==> config.mk <==
export PLATFORM = sky130hd
export DESIGN_NAME = adc_seq_ctrl
export DESIGN_NICKNAME = d
export VERILOG_FILES = /design/src/rtl/adc_seq_pkg.sv /design/src/rtl/adc_seq_timer.sv /design/src/rtl/adc_seq_capture.sv /design/src/rtl/adc_seq_fsm.sv /design/src/rtl/adc_seq_ctrl.sv
export SDC_FILE = /design/constraint.sdc
export NUM_CORES = 1
export LEC_CHECK = 0
export BUFFER_PORTS_ARGS = -buffer_cell sky130_fd_sc_hd__buf_2
export CAP_MARGIN = 20
export CELL_PAD_IN_SITES_DETAIL_PLACEMENT = 1
export CELL_PAD_IN_SITES_GLOBAL_PLACEMENT = 1
export CORE_MARGIN = 8
export CORE_UTILIZATION = 46
export CTS_CLUSTER_SIZE = 28
export DETAILED_ROUTE_END_ITERATION = 12
export PLACE_DENSITY_LB_ADDON = 0.1
export SYNTH_ARGS = -nofsm -noshare
export SYNTH_HDL_FRONTEND = slang
export SYNTH_HIERARCHICAL = 1
export SYNTH_SLANG_ARGS = --single-unit
==> constraint.sdc <==
create_clock -name clk -period 4 [get_ports clk]
set_clock_uncertainty 0.1 [all_clocks]
set_input_delay 0 -clock clk [delete_from_list [all_inputs] [get_ports clk]]
set_output_delay 0 -clock clk [all_outputs]
set_load 0.02 [all_outputs]
==> src/rtl/adc_seq_pkg.sv <==
package adc_seq_pkg;

  typedef enum logic [1:0] {
    SEQ_IDLE = 2'd0,
    SEQ_WAKE = 2'd1,
    SEQ_CONV = 2'd2,
    SEQ_GAP  = 2'd3
  } seq_state_e;

  // Width needed to hold a down-counter preset of (n - 1), never less than 1.
  function automatic int count_width(input int n);
    return (n > 2) ? $clog2(n) : 1;
  endfunction

  // Larger of two window lengths; the shared timer is sized for it.
  function automatic int max_window(input int a, input int b);
    return (a > b) ? a : b;
  endfunction

endpackage

==> src/rtl/adc_seq_timer.sv <==
module adc_seq_timer #(
  parameter int TW = 8
) (
  input  logic          clk,
  input  logic          rst_n,
  input  logic          load_i,
  input  logic [TW-1:0] preset_i,
  output logic          expired_o
);

  logic [TW-1:0] remain_q;

  always_ff @(posedge clk or negedge rst_n) begin
    if (!rst_n) begin
      remain_q <= '0;
    end else if (load_i) begin
      remain_q <= preset_i;
    end else if (remain_q != '0) begin
      remain_q <= remain_q - 1'b1;
    end
  end

  assign expired_o = (remain_q == '0);

endmodule

==> src/rtl/adc_seq_capture.sv <==
module adc_seq_capture #(
  parameter int NUM_CH = 2,
  parameter int DATA_W = 10,
  parameter int IW     = 1
) (
  input  logic                     clk,
  input  logic                     rst_n,
  input  logic                     cap_en_i,
  input  logic [IW-1:0]            cap_idx_i,
  input  logic [DATA_W-1:0]        data_i,
  output logic [NUM_CH*DATA_W-1:0] result_o
);

  for (genvar g = 0; g < NUM_CH; g++) begin : g_slot
    logic [DATA_W-1:0] slot_q;
    logic              hit;

    assign hit = cap_en_i && (cap_idx_i == IW'(g));

    always_ff @(posedge clk or negedge rst_n) begin
      if (!rst_n) begin
        slot_q <= '0;
      end else if (hit) begin
        slot_q <= data_i;
      end
    end

    assign result_o[g*DATA_W +: DATA_W] = slot_q;
  end

endmodule

==> src/rtl/adc_seq_fsm.sv <==
module adc_seq_fsm
  import adc_seq_pkg::*;
#(
  parameter int NUM_CH      = 2,
  parameter int WAKE_CYC    = 3000,
  parameter int TIMEOUT_CYC = 4096,
  parameter int TW          = 12,
  parameter int IW          = 1
) (
  input  logic              clk,
  input  logic              rst_n,
  input  logic              start_i,
  input  logic [NUM_CH-1:0] mask_i,
  input  logic              valid_i,
  input  logic              tmr_exp_i,
  output logic              tmr_load_o,
  output logic [TW-1:0]     tmr_preset_o,
  output logic              cap_en_o,
  output logic [IW-1:0]     cap_idx_o,
  output logic [NUM_CH-1:0] sel_o,
  output logic              pd_o,
  output logic              busy_o,
  output logic              done_o,
  output logic              err_o
);

  localparam logic [TW-1:0] WAKE_PRESET = TW'(WAKE_CYC - 1);
  localparam logic [TW-1:0] CONV_PRESET = TW'(TIMEOUT_CYC - 1);

  // Lowest set bit of a mask, kept as a one-hot vector.
  function automatic logic [NUM_CH-1:0] lowest_bit(input logic [NUM_CH-1:0] m);
    return m & (~m + 1'b1);
  endfunction

  // Index of the lowest set bit of a mask.
  function automatic logic [IW-1:0] lowest_idx(input logic [NUM_CH-1:0] m);
    logic [IW-1:0] idx;
    idx = '0;
    for (int k = NUM_CH - 1; k >= 0; k--) begin
      if (m[k]) idx = IW'(k);
    end
    return idx;
  endfunction

  seq_state_e        state_q, state_d;
  logic [NUM_CH-1:0] pend_q, pend_d;
  logic              err_q, err_d;
  logic              done_q, done_d;

  logic accept_w;
  logic wake_end_w;
  logic capture_w;
  logic abort_w;
  logic gap_clear_w;

  assign accept_w    = (state_q == SEQ_IDLE) && start_i && (mask_i != '0);
  assign wake_end_w  = (state_q == SEQ_WAKE) && tmr_exp_i;
  assign capture_w   = (state_q == SEQ_CONV) && valid_i;
  assign abort_w     = (state_q == SEQ_CONV) && !valid_i && tmr_exp_i;
  assign gap_clear_w = (state_q == SEQ_GAP) && !valid_i;

  always_comb begin
    state_d      = state_q;
    pend_d       = pend_q;
    err_d        = err_q;
    done_d       = 1'b0;
    tmr_load_o   = 1'b0;
    tmr_preset_o = CONV_PRESET;
    unique case (state_q)
      SEQ_IDLE: begin
        if (accept_w) begin
          state_d      = SEQ_WAKE;
          pend_d       = mask_i;
          err_d        = 1'b0;
          tmr_load_o   = 1'b1;
          tmr_preset_o = WAKE_PRESET;
        end
      end
      SEQ_WAKE: begin
        if (wake_end_w) begin
          state_d    = SEQ_CONV;
          tmr_load_o = 1'b1;
        end
      end
      SEQ_CONV: begin
        if (capture_w) begin
          state_d = SEQ_GAP;
          pend_d  = pend_q & ~lowest_bit(pend_q);
        end else if (abort_w) begin
          state_d = SEQ_IDLE;
          pend_d  = '0;
          err_d   = 1'b1;
        end
      end
      SEQ_GAP: begin
        if (gap_clear_w) begin
          if (pend_q == '0) begin
            state_d = SEQ_IDLE;
            done_d  = 1'b1;
          end else begin
            state_d    = SEQ_CONV;
            tmr_load_o = 1'b1;
          end
        end
      end
      default: state_d = SEQ_IDLE;
    endcase
  end

  always_ff @(posedge clk or negedge rst_n) begin
    if (!rst_n) begin
      state_q <= SEQ_IDLE;
      pend_q  <= '0;
      err_q   <= 1'b0;
      done_q  <= 1'b0;
    end else begin
      state_q <= state_d;
      pend_q  <= pend_d;
      err_q   <= err_d;
      done_q  <= done_d;
    end
  end

  assign cap_en_o  = capture_w;
  assign cap_idx_o = lowest_idx(pend_q);
  assign sel_o     = (state_q == SEQ_CONV) ? lowest_bit(pend_q) : '0;
  assign pd_o      = (state_q == SEQ_IDLE);
  assign busy_o    = (state_q != SEQ_IDLE);
  assign done_o    = done_q;
  assign err_o     = err_q;

endmodule

==> src/rtl/adc_seq_ctrl.sv <==
module adc_seq_ctrl
  import adc_seq_pkg::*;
#(
  parameter int NUM_CH      = 2,
  parameter int DATA_W      = 10,
  parameter int WAKE_CYC    = 3000,
  parameter int TIMEOUT_CYC = 4096
) (
  input  logic                     clk,
  input  logic                     rst_n,
  input  logic                     start_i,
  input  logic [NUM_CH-1:0]        ch_mask_i,
  output logic                     busy_o,
  output logic                     done_o,
  output logic                     err_o,
  output logic [NUM_CH*DATA_W-1:0] result_o,
  output logic                     adc_pd_o,
  output logic [NUM_CH-1:0]        adc_sel_o,
  input  logic [DATA_W-1:0]        adc_data_i,
  input  logic                     adc_valid_i
);

  localparam int TW = count_width(max_window(WAKE_CYC, TIMEOUT_CYC));
  localparam int IW = (NUM_CH > 1) ? $clog2(NUM_CH) : 1;

  logic          tmr_load_w;
  logic [TW-1:0] tmr_preset_w;
  logic          tmr_exp_w;
  logic          cap_en_w;
  logic [IW-1:0] cap_idx_w;

  adc_seq_timer #(.TW(TW)) u_timer (
    .clk       (clk),
    .rst_n     (rst_n),
    .load_i    (tmr_load_w),
    .preset_i  (tmr_preset_w),
    .expired_o (tmr_exp_w)
  );

  adc_seq_fsm #(
    .NUM_CH      (NUM_CH),
    .WAKE_CYC    (WAKE_CYC),
    .TIMEOUT_CYC (TIMEOUT_CYC),
    .TW          (TW),
    .IW          (IW)
  ) u_fsm (
    .clk          (clk),
    .rst_n        (rst_n),
    .start_i      (start_i),
    .mask_i       (ch_mask_i),
    .valid_i      (adc_valid_i),
    .tmr_exp_i    (tmr_exp_w),
    .tmr_load_o   (tmr_load_w),
    .tmr_preset_o (tmr_preset_w),
    .cap_en_o     (cap_en_w),
    .cap_idx_o    (cap_idx_w),
    .sel_o        (adc_sel_o),
    .pd_o         (adc_pd_o),
    .busy_o       (busy_o),
    .done_o       (done_o),
    .err_o        (err_o)
  );

  adc_seq_capture #(
    .NUM_CH (NUM_CH),
    .DATA_W (DATA_W),
    .IW     (IW)
  ) u_capture (
    .clk       (clk),
    .rst_n     (rst_n),
    .cap_en_i  (cap_en_w),
    .cap_idx_i (cap_idx_w),
    .data_i    (adc_data_i),
    .result_o  (result_o)
  );

endmodule

=== Word level (Yosys, flattened, before mapping) ===
Index checks and enable logic that the tools add are counted.

* Bits in registers: 38
* Output and inout bits: 26
* Word-level logic and storage cells: 73

* $add $sub $neg: 2
* Equality and inequality tests: 9
* Muxes and demuxes: 29
* Bitwise gates (word level): 5
* Reductions and logical operators: 21

{| class="wikitable"
|+ Operators with widths
! kind !! count
|-
| 12-bit two-way mux || 3
|-
| 2-bit two-way mux || 9
|-
| 12-bit zero test || 1
|-
| 1-bit two-way mux || 12
|-
| 12-bit nonzero test || 1
|-
| 12-bit by 1-bit subtractor with 12-bit output, second input constant || 1
|-
| 11-bit two-way mux || 1
|-
| 1-bit logical AND || 9
|-
| 2-bit by 1-bit inequality test with 1-bit output, second input constant || 4
|-
| 2-bit one-hot mux with 4 select lines || 1
|-
| 4-bit AND reduction || 2
|-
| 2-bit nonzero test || 4
|-
| 2-bit AND || 2
|-
| 2-bit equality test, second input constant || 2
|-
| 2-bit zero test || 2
|-
| 2-bit inverter || 2
|-
| 2-bit one-hot mux with 2 select lines || 1
|-
| 3-bit by 1-bit inequality test with 1-bit output, second input constant || 1
|-
| 1-bit one-hot mux with 3 select lines || 1
|-
| 3-bit AND reduction || 1
|-
| 2-bit by 1-bit adder with 2-bit output, second input constant || 1
|-
| 2-bit by 1-bit equality test with 1-bit output, second input constant || 1
|-
| 2-bit inequality test, second input constant || 1
|-
| 1-bit one-hot mux with 2 select lines || 1
|-
| 2 further kinds || 2
|}

=== Logic depth before layout (Yosys ltp) ===
* Depth after elaboration: 7
* Gate-level depth with buffers: 12

=== Modules after synthesis ===
The synthesis kept the hierarchy.

{| class="wikitable"
|+ Modules (own cells, without submodules)
! module !! times used !! cells each !! area each (sq um) !! seq. area each (sq um)
|-
| adc_seq_capture || 1 || 43 || 787.0 || 500.5
|-
| adc_seq_timer || 1 || 72 || 730.7 || 300.3
|-
| adc_seq_fsm || 1 || 53 || 455.4 || 150.1
|}

=== Least setup slack after synthesis ===
No wires, ideal clock.

* Path kind: reg2reg
* Start point: register u_timer.remain_q[0]
* End point: register u_timer.remain_q[10]
* Library setup time: 0.121 ns
* Arrival: 2.238 ns
* Data required time: 3.779 ns
* Setup slack: 1.541 ns
* Cell stages (with the launch flop): 12
* Path buffers: 1
* Period minus slack after synthesis: 2.459 ns
* Cell sequence: dfrtp_1 -> inv_1 -> ha_1 -> nor4b_2 -> nand3_1 -> inv_2 -> inv_1 -> o22ai_1 -> a21o_1 -> clkbuf_1 -> nor2_1 -> a22o_1

* Word-level cells in the longest chain between the ends: 5
* Elaborated cells between the ends (all ways): 9
* Those cells by class: add/sub (1); mux (4); reduce/logical (4)

{| class="wikitable"
|+ RTL lines
! element !! RTL line !! RTL
|-
| start: declaration || adc_seq_timer.sv:11 || <nowiki>logic [TW-1:0] remain_q;</nowiki>
|-
| start signal: assignment || adc_seq_timer.sv:17 || <nowiki>remain_q <= preset_i;</nowiki>
|-
| start signal: assignment || adc_seq_timer.sv:19 || <nowiki>remain_q <= remain_q - 1'b1;</nowiki>
|-
| 12-bit zero test (*) || adc_seq_timer.sv:23 || <nowiki>assign expired_o = (remain_q == '0);</nowiki>
|-
| via tmr_exp_w || adc_seq_ctrl.sv:28 || <nowiki>logic tmr_exp_w;</nowiki>
|-
| 1-bit logical AND (*) || adc_seq_fsm.sv:57 || <nowiki>assign wake_end_w = (state_q == SEQ_WAKE) && tmr_exp_i;</nowiki>
|-
| 1-bit two-way mux (*) || adc_seq_fsm.sv:80 || <nowiki>if (wake_end_w) begin</nowiki>
|-
| 1-bit one-hot mux with 3 select lines (*) || adc_seq_fsm.sv:69 || <nowiki>unique case (state_q)</nowiki>
|-
| via tmr_load_w || adc_seq_ctrl.sv:26 || <nowiki>logic tmr_load_w;</nowiki>
|-
| 12-bit two-way mux / 2-bit nonzero test (equally long branches) || - ||
|}

Mark *: on every way through the listed nets, which the timed path passes. The rest lies on a longest branch. The select of a mux whose other input is x is not followed.
A chain may end at the register's enable or synchronous reset.

=== Final worst setup path ===
Ends and elaborated chain as after synthesis.

==> results summary <==
The most heavily used metal layer in global routing is met2. The final standard cell utilization of the core came out at 0.579. The count of cell instances traversed by the critical path is 10. The worst supply voltage drop on vdd came out at between 0.2 and 0.3 mV. Walking the worst path, the cells encountered are inv_1 -> ha_1 -> nor4b_2 -> nand3_1 -> inv_2 -> inv_1 -> o22ai_1 -> a21o_1 -> nor2_1 -> a22o_1. The final critical-path required period is 3.03 ns. The depth of the worst hold-timing path is 3. On the worst path, the slowest cell contributes a delay of between 0.5 and 0.6 ns. The first-pass GRT wire length is around 8400 um. The highest attainable clock frequency came out at around 0.33 GHz. Fill cells in the final layout number ~470. The max-slew violation total from the final report is 0.

The measured slew at the worst slew-check pin is between 0.8 and 0.9 ns. The root buffer cell chosen for the clock tree is sky130_fd_sc_hd__clkbuf_8. For this run, the total global-route usage over all layers was measured as 0.166.

The violation count after the first detailed-route iteration is slightly below 50. The required time reported for the critical path endpoint is ~4 ns. The combined area of all synthesized cells came out at just under 2000 um2. Ranked by instance count, the synthesized netlist is headed by sky130_fd_sc_hd__dfrtp_1 (38), sky130_fd_sc_hd__buf_4 (11), sky130_fd_sc_hd__mux2_2 (11), sky130_fd_sc_hd__mux2_4 (10). The final number of hold-violating endpoints is 0. The slack of the worst reg-to-reg path is slightly below 1 ns. The placement row count came out at 24. The number of global-route vias before repair came out at about 1,600. For this run, asynchronously set or reset flops after synthesis account for 1.00. The clock transition at the register clock pins on the worst setup and hold paths after CTS came out at 0.08 ns.

The share of final-layout standard cells stronger than drive strength 1 came out at 0.361. The clock tree from TritonCTS is built. The overall power after layout came out at ~1.8 mW.

For this run, global-route usage on met3 was measured as 0.0514. The total core area came out at 4230 um2. The final net count is between 200 and 250. The post-placement cell area came out at approximately 2200 um2.

The worst setup path is captured at a register. The worst setup path is launched from a register. The worst register-to-register path begins at u_timer/remain_q[0]. The sequential element share of the synthesized area came out at 0.482. The total global routing overflow came out at 0.

The endpoint identified for the worst register-to-register timing path is u_timer/remain_q[10]. The cell taking the most area after synthesis is sky130_fd_sc_hd__dfrtp_1. The least setup slack across all paths after layout came out at between 0.9 and 1 ns. The area growth from synthesis to final layout is 24.3%. The number of clock buffers inserted by TritonCTS came out at 5. The die outline area came out at about 6600 um2. The analysis attributes to cell leakage a power of approximately 1.2 nW. Summing all multi-input logic gate instances after layout gives slightly above 900 um2. The flip-flop and latch area came out at around 950 um2. The met2 layer usage reported by global route is 0.287.

The run finished with clean final reports. The number of non-filler instances in the completed layout came out at 280. Measured in cells, the most critical reg-to-reg path has a length of 10. The accumulated negative setup slack came out at 0 ns. The combined buffer and inverter count along the critical path is 3. The top fanout value on the critical path came out at 22. Setup violations remaining at the end of the flow were counted as 0.

The number of antenna-violating nets in the routed design came out at 0. Counting stages on the worst path, the most repeated cell is sky130_fd_sc_hd__inv_1. The total wire length after detailed routing came out at 5130 um.

In this run, placement finished with an instance count of 254. Ranked by total cell area, the synthesized netlist is headed by sky130_fd_sc_hd__dfrtp_1 (48%), sky130_fd_sc_hd__mux2_4 (7.6%), sky130_fd_sc_hd__mux2_2 (6.3%). The number of buffers added on ports came out at just over 40. The CTS sink count is 38.

The worst hold margin came out at approximately 0.035 ns. During synthesis, Yosys emitted a total of 6 warnings. The pin count of the biggest net entering global routing is 39. The die extent in y is between 80 and 90 um. The worst-skew pair later-pin latency came out at roughly 0.3 ns. Power spread over the standard cell area amounts to a little over 700 nW/um2. The critical path starts at u_timer/remain_q[0]. For this run, the leading register cell type out of synthesis is sky130_fd_sc_hd__dfrtp_1.

The die is 81.5 um wide. Yosys mapped a number of flops with a built-in enable equal to 0. The global routing usage on met1 came out at 0.180. The path type of the worst min-delay path is input port to register. Once the clock tree was built, the setup fixing pass inserted 0 buffers. The maximum root-to-sink buffer count came out at 2. OpenSTA, run right after detailed placement, puts the worst setup slack at about 1 ns. The initial core utilization is 0.466. For this design, the slowest cell found on the critical path is sky130_fd_sc_hd__a21o_1.

The share of synthesized area in the top cell type comes to 0.482. Measured against its own limit, the worst slew margin works out to 0.428. The detailed placer's ending HPWL is around 3400 um. On the critical path the largest part of the delay comes from compound AO/OA/AOI/OAI gates. The setup path with the least slack is of type register to register. The post-synthesis instance total is 168. In the routed design, unresolved DRC markers number 0. In this run the worst setup path terminates at u_timer/remain_q[10]. The number of resized instances in the post-cts repair step is 0. The number of H-tree levels is 2.

The tool flagged a number of max-cap violations equal to 0. Across all layers, the routed design uses around 1,500 vias. Dividing the final minimum period by the clock period gives 0.756. The critical path data arrival time is between 3 and 4 ns.

Setup repair after global routing left no endpoint under its margin. The final weighted congestion of routability-driven global placement is roughly 0.80. The area of all placed cells without fillers came out at 2450 um2. After detailed routing, the number of vias per cell comes to ~5.3.

The number of flip-flops and latches in the synthesized netlist came out at 38. The count of boundary I/O pins is 42. The number of distinct library cells after synthesis is 52. The number of antenna violations at the first check in global routing came out at 1. Among all cell types in the netlist, the one instantiated most often is sky130_fd_sc_hd__dfrtp_1.

The post-synthesis area per instance came out at roughly 12 um2. After detailed routing, the average wire length per cell comes to 18.3 um. The length of the first detailed-routing pass in iterations is 4.
-- metal layers --
metal | wire (um) | vias up
met3 | 384 | 17
met1 | 1960 | 712
met2 | 2600 | 44
met4 | 179 | 0
met5 | 0 | -
li1 | - | 701
-- worst reg2reg max path: cells and delay by family (launching register included) --
family          cells  cell delay [ns]
compound gates      3             1.00
simple gates        3             0.80
buf+inv             3             0.47
flops               1             0.41
fa+ha+maj           1             0.16
-- cell type report --
type | instances | share of cell area
antenna | 1 | 0.00102
clock buffer | 5 | 0.0280
clock inverter | 3 | 0.0184
inverter | 9 | 0.0138
multi-input combinational | 114 | 0.372
sequential | 38 | 0.388
tap | 52 | 0.0265
timing repair buffer | 58 | 0.153
-- worst min-delay path by stage --
| stage | from | to |
|---|---|---|
| 6_report | ch_mask_i[1] | u_fsm/pend_q[1] |
| 5_1_grt | ch_mask_i[1] | u_fsm/pend_q[1] |
| 4_1_cts | ch_mask_i[1] | u_fsm/pend_q[1] |
| 3_5_place_dp | rst_n | u_capture/g_slot[0].slot_q[9] |
| 3_3_place_gp | rst_n | u_fsm/done_o |
| 2_1_floorplan | rst_n | u_capture/g_slot[0].slot_q[0] |
-- state kept, by name (all words and copies together), names as in the netlist --
signal and flops:
u_capture/g_slot.slot_q 20, u_timer/remain_q 12, u_fsm/done_o 1, u_fsm/pend_q 2
u_fsm/err_o 1, u_fsm/state_q 2
-- logic make-up (layout without fill, tap and decap cells) --
| logic type | count (synthesis) | count (layout) | synth area share |
|---|---|---|---|
| other | 1 | 10 | 0.00190 |
| adders and majority gates | 2 | 2 | 0.0127 |
| and+or+nand+nor | 42 | 42 | 0.142 |
| DFF | 38 | 38 | 0.482 |
| buffers and inverters | 24 | 75 | 0.0710 |
| xor gates and xnor gates | 5 | 5 | 0.0222 |
| AOI/OAI and AO/OA | 33 | 33 | 0.119 |
| muxes | 23 | 23 | 0.149 |
-- report_power, final --
group	switching (mW)	total (mW)	internal [mW]	leakage, nW
logic	0.381	0.720	0.339	0.685
clock network	0.144	0.329	0.185	0.0504
registers	0.166	0.722	0.556	0.474
-- cells in the final DEF, fill, tap and decap left out, types with 2 or more instances in the layout --
cell type                       synthesis  routed
sky130_fd_sc_hd__dlygate4sd3_1          0      17
sky130_fd_sc_hd__nor4_2                 2       2
sky130_fd_sc_hd__mux2i_1                2       2
sky130_fd_sc_hd__buf_2                  1      41
sky130_fd_sc_hd__conb_1                 1       9
sky130_fd_sc_hd__o31ai_1                2       2
sky130_fd_sc_hd__mux2_4                10      10
sky130_fd_sc_hd__clkinvlp_4             0       2
sky130_fd_sc_hd__a22o_1                 3       3
sky130_fd_sc_hd__xnor2_1                4       4
sky130_fd_sc_hd__nor2_1                 6       6
sky130_fd_sc_hd__and2_2                 2       2
sky130_fd_sc_hd__o21ai_1                3       3
sky130_fd_sc_hd__nor3_1                 2       2
sky130_fd_sc_hd__mux2_2                11      11
sky130_fd_sc_hd__nor4_1                 2       2
sky130_fd_sc_hd__inv_1                  8       8
sky130_fd_sc_hd__ha_1                   2       2
sky130_fd_sc_hd__o21ai_0                3       3
sky130_fd_sc_hd__nand2b_1               4       4
sky130_fd_sc_hd__nand3_1                3       3
sky130_fd_sc_hd__a31oi_1                2       2
sky130_fd_sc_hd__nor2b_1                2       2
sky130_fd_sc_hd__a21oi_1                6       6
sky130_fd_sc_hd__nand2_1                8       8
sky130_fd_sc_hd__dfrtp_1               38      38
sky130_fd_sc_hd__clkbuf_8               0       5
sky130_fd_sc_hd__o31a_1                 3       3
-- what timing repair did --
action / 4_1_cts / 5_1_grt
setup endpoints to repair: 0 / 0
hold buffers: 17 / 0
hold endpoints to repair: 62 / 0
(Power assumes the default switching activity.)
